File: src/rtl/sc_core_pkg.sv
package sc_core_pkg;

    typedef enum logic [5:0] {
        OPC_REG   = 6'h00,
        OPC_JMP   = 6'h02,
        OPC_BEQ   = 6'h04,
        OPC_ADDI  = 6'h08,
        OPC_LOAD  = 6'h23,
        OPC_STORE = 6'h2B
    } opcode_e;

    typedef enum logic [5:0] {
        FN_ADD = 6'h20,
        FN_SUB = 6'h22,
        FN_AND = 6'h24,
        FN_OR  = 6'h25,
        FN_SLT = 6'h2A
    } func_e;

    typedef enum logic [2:0] {
        ALU_AND = 3'b000,
        ALU_OR  = 3'b001,
        ALU_ADD = 3'b010,
        ALU_SUB = 3'b110,
        ALU_SLT = 3'b111
    } alu_op_e;

    typedef struct packed {
        logic    reg_we;
        logic    dst_is_rd;
        logic    src_is_imm;
        logic    is_branch;
        logic    is_jump;
        logic    mem_we;
        logic    load_to_reg;
        alu_op_e alu_op;
    } ctrl_t;

endpackage

File: src/rtl/sc_decoder.sv
module sc_decoder
    import sc_core_pkg::*;
(
    input  logic [5:0] opcode,
    input  logic [5:0] funct,
    output ctrl_t      ctrl
);
    always_comb begin
        ctrl        = '0;
        ctrl.alu_op = ALU_ADD;
        case (opcode)
            OPC_REG: begin
                ctrl.dst_is_rd = 1'b1;
                ctrl.reg_we    = 1'b1;
                case (funct)
                    FN_ADD:  ctrl.alu_op = ALU_ADD;
                    FN_SUB:  ctrl.alu_op = ALU_SUB;
                    FN_AND:  ctrl.alu_op = ALU_AND;
                    FN_OR:   ctrl.alu_op = ALU_OR;
                    FN_SLT:  ctrl.alu_op = ALU_SLT;
                    default: ctrl.reg_we = 1'b0;
                endcase
            end
            OPC_ADDI: begin
                ctrl.reg_we     = 1'b1;
                ctrl.src_is_imm = 1'b1;
            end
            OPC_LOAD: begin
                ctrl.reg_we      = 1'b1;
                ctrl.src_is_imm  = 1'b1;
                ctrl.load_to_reg = 1'b1;
            end
            OPC_STORE: begin
                ctrl.mem_we     = 1'b1;
                ctrl.src_is_imm = 1'b1;
            end
            OPC_BEQ: begin
                ctrl.is_branch = 1'b1;
                ctrl.alu_op    = ALU_SUB;
            end
            OPC_JMP: ctrl.is_jump = 1'b1;
            default: ;
        endcase
    end
endmodule

File: src/rtl/sc_alu.sv
module sc_alu
    import sc_core_pkg::*;
#(
    parameter int WIDTH = 32
) (
    input  alu_op_e          op,
    input  logic [WIDTH-1:0] a,
    input  logic [WIDTH-1:0] b,
    output logic [WIDTH-1:0] y,
    output logic             zero
);
    always_comb begin
        case (op)
            ALU_AND: y = a & b;
            ALU_OR:  y = a | b;
            ALU_SUB: y = a - b;
            ALU_SLT: y = {{(WIDTH-1){1'b0}}, ($signed(a) < $signed(b))};
            default: y = a + b;
        endcase
        zero = (y == '0);
    end
endmodule

File: src/rtl/sc_regfile.sv
module sc_regfile #(
    parameter int WIDTH = 32,
    parameter int AW    = 5
) (
    input  logic          clk,
    input  logic          rst,
    input  logic [AW-1:0] raddr_a,
    input  logic [AW-1:0] raddr_b,
    output logic [WIDTH-1:0] rdata_a,
    output logic [WIDTH-1:0] rdata_b,
    input  logic          we,
    input  logic [AW-1:0] waddr,
    input  logic [WIDTH-1:0] wdata
);
    localparam int NREG = 1 << AW;

    logic [NREG-1:0][WIDTH-1:0] regs_d, regs_q;

    always_comb begin
        regs_d = regs_q;
        if (we && (waddr != '0)) regs_d[waddr] = wdata;
    end

    always_ff @(posedge clk) begin
        if (rst) regs_q <= '0;
        else     regs_q <= regs_d;
    end

    assign rdata_a = regs_q[raddr_a];
    assign rdata_b = regs_q[raddr_b];

    AST_WRITE_LANDS: assert property (@(posedge clk) disable iff (rst)
        (we && waddr != '0) |=> regs_q[$past(waddr)] == $past(wdata));
    AST_ZERO_REG_HELD: assert property (@(posedge clk) disable iff (rst)
        (we && waddr == '0) |=> regs_q[0] == '0);
endmodule

File: src/rtl/sc_core.sv
module sc_core
    import sc_core_pkg::*;
#(
    parameter int WIDTH  = 32,
    parameter int REG_AW = 5
) (
    input  logic             clk,
    input  logic             rst,
    output logic [WIDTH-1:0] imem_addr,
    input  logic [WIDTH-1:0] imem_rdata,
    output logic [WIDTH-1:0] dmem_addr,
    output logic [WIDTH-1:0] dmem_wdata,
    output logic             dmem_we,
    input  logic [WIDTH-1:0] dmem_rdata
);
    localparam int IMM_W = 16;
    localparam int TGT_W = 26;
    localparam int HI_W  = WIDTH - TGT_W - 2;

    typedef struct packed {
        logic [WIDTH-1:0] pc;
    } state_t;

    state_t state_d, state_q;

    ctrl_t             ctrl;
    logic [REG_AW-1:0] rs_idx, rt_idx, rd_idx, wr_idx;
    logic [WIDTH-1:0]  rs_val, rt_val, imm_ext, alu_b, alu_y, wb_val;
    logic [WIDTH-1:0]  pc_plus4, br_target, jmp_target;
    logic              alu_zero, rf_we;

    assign rs_idx = imem_rdata[25:21];
    assign rt_idx = imem_rdata[20:16];
    assign rd_idx = imem_rdata[15:11];

    sc_decoder u_dec (
        .opcode (imem_rdata[31:26]),
        .funct  (imem_rdata[5:0]),
        .ctrl   (ctrl)
    );

    sc_regfile #(.WIDTH(WIDTH), .AW(REG_AW)) u_rf (
        .clk     (clk),
        .rst     (rst),
        .raddr_a (rs_idx),
        .raddr_b (rt_idx),
        .rdata_a (rs_val),
        .rdata_b (rt_val),
        .we      (rf_we),
        .waddr   (wr_idx),
        .wdata   (wb_val)
    );

    sc_alu #(.WIDTH(WIDTH)) u_alu (
        .op   (ctrl.alu_op),
        .a    (rs_val),
        .b    (alu_b),
        .y    (alu_y),
        .zero (alu_zero)
    );

    always_comb begin
        imm_ext    = {{(WIDTH-IMM_W){imem_rdata[IMM_W-1]}}, imem_rdata[IMM_W-1:0]};
        alu_b      = ctrl.src_is_imm ? imm_ext : rt_val;
        wr_idx     = ctrl.dst_is_rd ? rd_idx : rt_idx;
        wb_val     = ctrl.load_to_reg ? dmem_rdata : alu_y;
        rf_we      = ctrl.reg_we;
        pc_plus4   = state_q.pc + WIDTH'(4);
        br_target  = pc_plus4 + {imm_ext[WIDTH-3:0], 2'b00};
        jmp_target = {pc_plus4[WIDTH-1 -: HI_W], imem_rdata[TGT_W-1:0], 2'b00};

        state_d = state_q;
        if (ctrl.is_jump)                    state_d.pc = jmp_target;
        else if (ctrl.is_branch && alu_zero) state_d.pc = br_target;
        else                                 state_d.pc = pc_plus4;
    end

    always_ff @(posedge clk) begin
        if (rst) state_q <= '0;
        else     state_q <= state_d;
    end

    assign imem_addr  = state_q.pc;
    assign dmem_addr  = alu_y;
    assign dmem_wdata = rt_val;
    assign dmem_we    = ctrl.mem_we;

    AST_RESET_PC: assert property (@(posedge clk)
        rst |=> state_q.pc == '0);
    AST_SEQ_PC: assert property (@(posedge clk) disable iff (rst)
        (!ctrl.is_branch && !ctrl.is_jump) |=> state_q.pc == $past(state_q.pc) + WIDTH'(4));
    AST_BEQ_TAKEN: assert property (@(posedge clk) disable iff (rst)
        (ctrl.is_branch && rs_val == rt_val) |=> state_q.pc == $past(br_target));
    AST_BEQ_FALL: assert property (@(posedge clk) disable iff (rst)
        (ctrl.is_branch && rs_val != rt_val) |=> state_q.pc == $past(state_q.pc) + WIDTH'(4));
    AST_JUMP_PC: assert property (@(posedge clk) disable iff (rst)
        ctrl.is_jump |=> state_q.pc[TGT_W+1:0] == {$past(imem_rdata[TGT_W-1:0]), 2'b00});
    AST_STORE_NO_WB: assert property (@(posedge clk) disable iff (rst)
        dmem_we |-> !rf_we);
endmodule

File: config.mk
export PLATFORM = sky130hd
export DESIGN_NAME = sc_core
export DESIGN_NICKNAME = d
export VERILOG_FILES = /design/src/rtl/sc_core_pkg.sv /design/src/rtl/sc_decoder.sv /design/src/rtl/sc_alu.sv /design/src/rtl/sc_regfile.sv /design/src/rtl/sc_core.sv
export SDC_FILE = /design/constraint.sdc
export NUM_CORES = 2
export LEC_CHECK = 0
export BUFFER_PORTS_ARGS = -buffer_cell sky130_fd_sc_hd__buf_4
export CAP_MARGIN = 40
export CORE_AREA = 3 3 394 318
export CTS_BUF_LIST = sky130_fd_sc_hd__clkbuf_4 sky130_fd_sc_hd__clkbuf_8
export CTS_CLUSTER_DIAMETER = 30
export DETAILED_ROUTE_END_ITERATION = 12
export DIE_AREA = 0 0 397 321
export PLACE_DENSITY = 0.68
export REMOVE_ABC_BUFFERS = 1
export SYNTH_ARGS = -nofsm -noshare
export SYNTH_HDL_FRONTEND = slang
export SYNTH_SLANG_ARGS = --single-unit
File: constraint.sdc
create_clock -name clk -period 7.6 [get_ports clk]
set_clock_uncertainty 0.15 [all_clocks]
set_input_delay 1.14 -clock clk [delete_from_list [all_inputs] [get_ports clk]]
set_output_delay 1.14 -clock clk [all_outputs]
set_load 0.005 [all_outputs]
==> results.rst <==
.. list-table::
   :header-rows: 1

   * - Metric
     - Value
   * - Outcome
     - complete, no violations
   * - Total cell area at the placement stage
     - 0.0665 mm2
   * - Cell Int Power
     - just under 10 mW
   * - Clk buf depth
     - 3
   * - Remaining antenna violation count after routing
     - 0
   * - Peak fanout along the critical path
     - 6
   * - Count of buffers from port buffering
     - between 150 and 200
   * - Yosys top cell area share
     - a little over a third
   * - Maximum number of pins on one net before global-route repair
     - approximately 210
   * - Combinational Power Share
     - 9.0%
   * - CTS Root Cell
     - clkbuf_8
   * - Synth area leaders
     - dfxtp_1, mux4_2, nand2_1
   * - Routed vias
     - around 58k
   * - Hold slack
     - between 0.3 and 0.4 ns
   * - WHS Path Cells
     - 2
   * - Sequential element share of the synthesized area
     - 34.9%
   * - Number of hold-slack violations in the final timing report
     - 0
   * - Number of flops mapped to enable cells by yosys
     - 0
   * - Net Switching
     - about 3.5 mW
   * - Share of total power in sequential cells
     - a little over two fifths
   * - Setup_tns
     - 0 ns
   * - First-pass GRT wire length
     - 363,000 um
   * - Worst endpoint required time
     - approximately 6.3 ns
   * - Worst slew margin
     - 26.0%
   * - Area growth from synthesis to layout
     - 19.1%
   * - Total wirelength of the detailed-routed design
     - 254,000 um
   * - Number of warning messages in the yosys log
     - 0
   * - Type of the worst min-delay path
     - flop to flop
   * - Placed insts
     - 8,408
   * - CP bufs+invs
     - 8
   * - Post-detailed-route via-to-cell ratio
     - around 6.6
   * - Crit path cell chain
     - buf_16, buf_16, buf_12, buf_8, mux4_2, mux4_2, mux2_4, nor2_2, a21o_1, buf_6, inv_1, ha_2, a2111o_1, a211o_1, a2111o_1, a21boi_4, o211ai_4, buf_6, a21o_4, a211o_1, o22ai_4, buf_6
   * - Total global routing track utilization
     - 38.4%
   * - Antenna violations before repair
     - 12
   * - Most common cell in the synthesized netlist
     - nand2_1
   * - Worst Reg-to-Reg Cells
     - 25
   * - First drt pass iteration count
     - 8
   * - Post-synthesis cell type count
     - between 90 and 100
   * - Final non-filler cell total
     - roughly 8.8k
   * - Number of global-route vias before repair
     - 54.6k
   * - Unrepaired setup endpoints after global routing
     - yes
   * - Share of layout cells above drive strength 1
     - between 20% and 30%
   * - Kind of cell adding the most delay to the critical path
     - compound AO/OA/AOI/OAI gates
   * - Max frequency
     - roughly 130 MHz
   * - Minimum setup slack among reg-to-reg paths
     - around 0.78 ns
   * - Netlist area before placement
     - around 0.061 mm2
   * - TritonCTS clock tree
     - built
   * - Core region area
     - between 0.1 and 0.15 mm2
   * - Static leakage
     - about 26 nW
   * - Kind of start point of the critical path
     - primary input
   * - Capturing element type of the critical path
     - primary output
   * - Post-layout net count
     - 7,212
   * - Inserted Clock Buffers
     - between 150 and 200
   * - Clock latency on the worst-skew pair
     - approximately 0.94 ns
   * - Final min period
     - roughly 7.6 ns
   * - Most common library cells after synthesis
     - nand2_1, dfxtp_1, a21oi_1, mux4_2, nor2_1
   * - Number of DRC violations after detailed routing
     - 0
   * - Top-Level Pins
     - 163
   * - Initial drt markers
     - about 9.1k
   * - Cell repeated most along the worst path
     - buf_6
   * - H-tree level count
     - 4
   * - Die Outline Area
     - 0.127 mm2
   * - Max-slew violation count
     - 0
   * - Overall die width
     - a little under 400 um
   * - Clock edge transition at the registers on the reported setup and hold paths
     - about 0.060 ns
   * - Seq cells post-synth
     - approximately 1.1k
   * - Gpl congestion
     - approximately 1.0
   * - Hpwl dp
     - between 150,000 and 200,000 um
   * - Max-cap violations
     - 0
   * - Path type of the worst setup path
     - primary input to primary output
   * - Post-synthesis async set-or-reset flop share
     - 0%
   * - Synth area leader
     - dfxtp_1
   * - Design Area, Final
     - 0.0721 mm2
   * - Slowest stage cell, crit path
     - a2111o_1
   * - Arrival time at the worst endpoint
     - 6.28 ns
   * - Number of cells produced by synthesis
     - a little under 7k
   * - Number of sinks driven by the clock tree
     - 1,054
   * - Average cell area after synthesis
     - about 9 um2
   * - Layout Utilization
     - between 50% and 60%
   * - Die Y-Extent
     - between 300 and 400 um
   * - Peak supply drop
     - between 0.15 and 0.2 mV
   * - Post-route fraction of the period consumed by the critical path
     - between 90% and 100%
   * - Least-Margin Pin Slew
     - roughly 1.1 ns
   * - Clock power frac
     - about half
   * - Power Density
     - between 150 and 200 mW/mm2
   * - Wire per inst
     - roughly 29 um
   * - Delay of the slowest cell on the worst path
     - ~0.52 ns
   * - Initial standard-cell utilization of the core
     - 50.0%
   * - Cell depth of the worst setup path
     - 22
   * - Floorplan row count
     - 114
   * - Global-route congestion overflow total
     - 0
   * - Predominant post-synthesis flop cell
     - dfxtp_1
   * - Setup-failing EPs final
     - 0
   * - Net switching fraction of the power
     - around a quarter
worst min-delay path, stage by stage (launching register included):
cell and delay, ns:
dfxtp_1 0.31, nand2_1 0.05, a21oi_1 0.05
power groups by stage:
| stage | registers [mW] | logic, mW | clock network, mW |
|---|---|---|---|
| after floorplan | 5.66 | 0.417 | 0 |
| after global placement | 5.66 | 1.10 | 0 |
| after detailed placement | 5.66 | 1.10 | 0 |
| after CTS | 5.54 | 1.12 | 6.50 |
| after global routing | 5.53 | 1.24 | 6.77 |
| final | 5.54 | 1.19 | 6.50 |
layout by cell type (no fill, tap or decap), types with 15 or more instances in the layout:
master	n
nor2_4	25
nor3_1	57
clkbuf_4	35
buf_4	590
nand2_2	27
nor2_1	519
xnor2_1	41
or2_2	22
buf_16	21
mux2_2	66
o21ai_0	77
nand2_1	1594
o21bai_1	19
nor4_1	28
bufinv_16	21
inv_1	123
clkinvlp_4	22
nand3_1	39
clkinv_2	32
nand2b_1	42
diode_2	16
a21oi_1	985
mux4_2	620
nor2b_1	51
a21o_1	29
xor2_1	19
buf_12	53
dfxtp_1	1054
a211oi_1	146
mux2i_1	61
clkbuf_8	233
a22oi_1	15
ha_1	129
sequential cells by signal, indices dropped and copies added (netlist names):
register and cells:
imem_addr 30, u_rf.regs_q 1024
cell type report:
cell class,count,area (um2)
clock buffer,268,3470
antenna,16,40.0
fill,10128,49000
inverter,125,469
sequential,1054,21100
tap,1624,2030
multi-input combinational,4941,37300
clock inverter,98,1220
timing repair buffer,691,6500
repair_timing:
item | CTS | global route
pin swaps | 6 | 19
cloned | 5 | 5
setup buffers | 2 | 16
resized for setup | 27 | 70
setup endpoints to repair | 11 | 12
hold buffers | 0 | 0
path summary, 6_finish.rpt:
path	start	to
min	u_rf.regs_q[504]	u_rf.regs_q[504]
max	imem_rdata[16]	dmem_addr[28]
min reg2reg	u_rf.regs_q[504]	u_rf.regs_q[504]
max reg2reg	u_rf.regs_q[608]	imem_addr[10]
stage by stage:
| stage | setup slack (ns) | total power [mW] |
|---|---|---|
| finish | 0.0314 | 13.2 |
| CTS | 0.00229 | 13.2 |
| detailed placement | -0.409 | 6.76 |
| floorplan | 0.0559 | 6.07 |
| global route | -0.0398 | 13.5 |
| global placement | -0.424 | 6.76 |
metal layers:
metal  vias up  track usage [%]  wire [um]
li1      24583                -          -
met1     27936             50.0      91600
met2      4519             54.2     105000
met3      1059             14.7      40200
met4        10             22.7      17100
met5         -                0         99
cell families after synthesis:
family | after synthesis | synth area share (%)
simple gates | 2526 | 17.1
buf+inv | 749 | 4.75
other cells | 1 | 0.00619
flops | 1054 | 34.9
xor+xnor | 60 | 0.868
mux | 764 | 25.6
fa+ha+maj | 136 | 2.85
compound gates | 1453 | 13.9
Note: power is estimated with default switching activity, not from simulation.
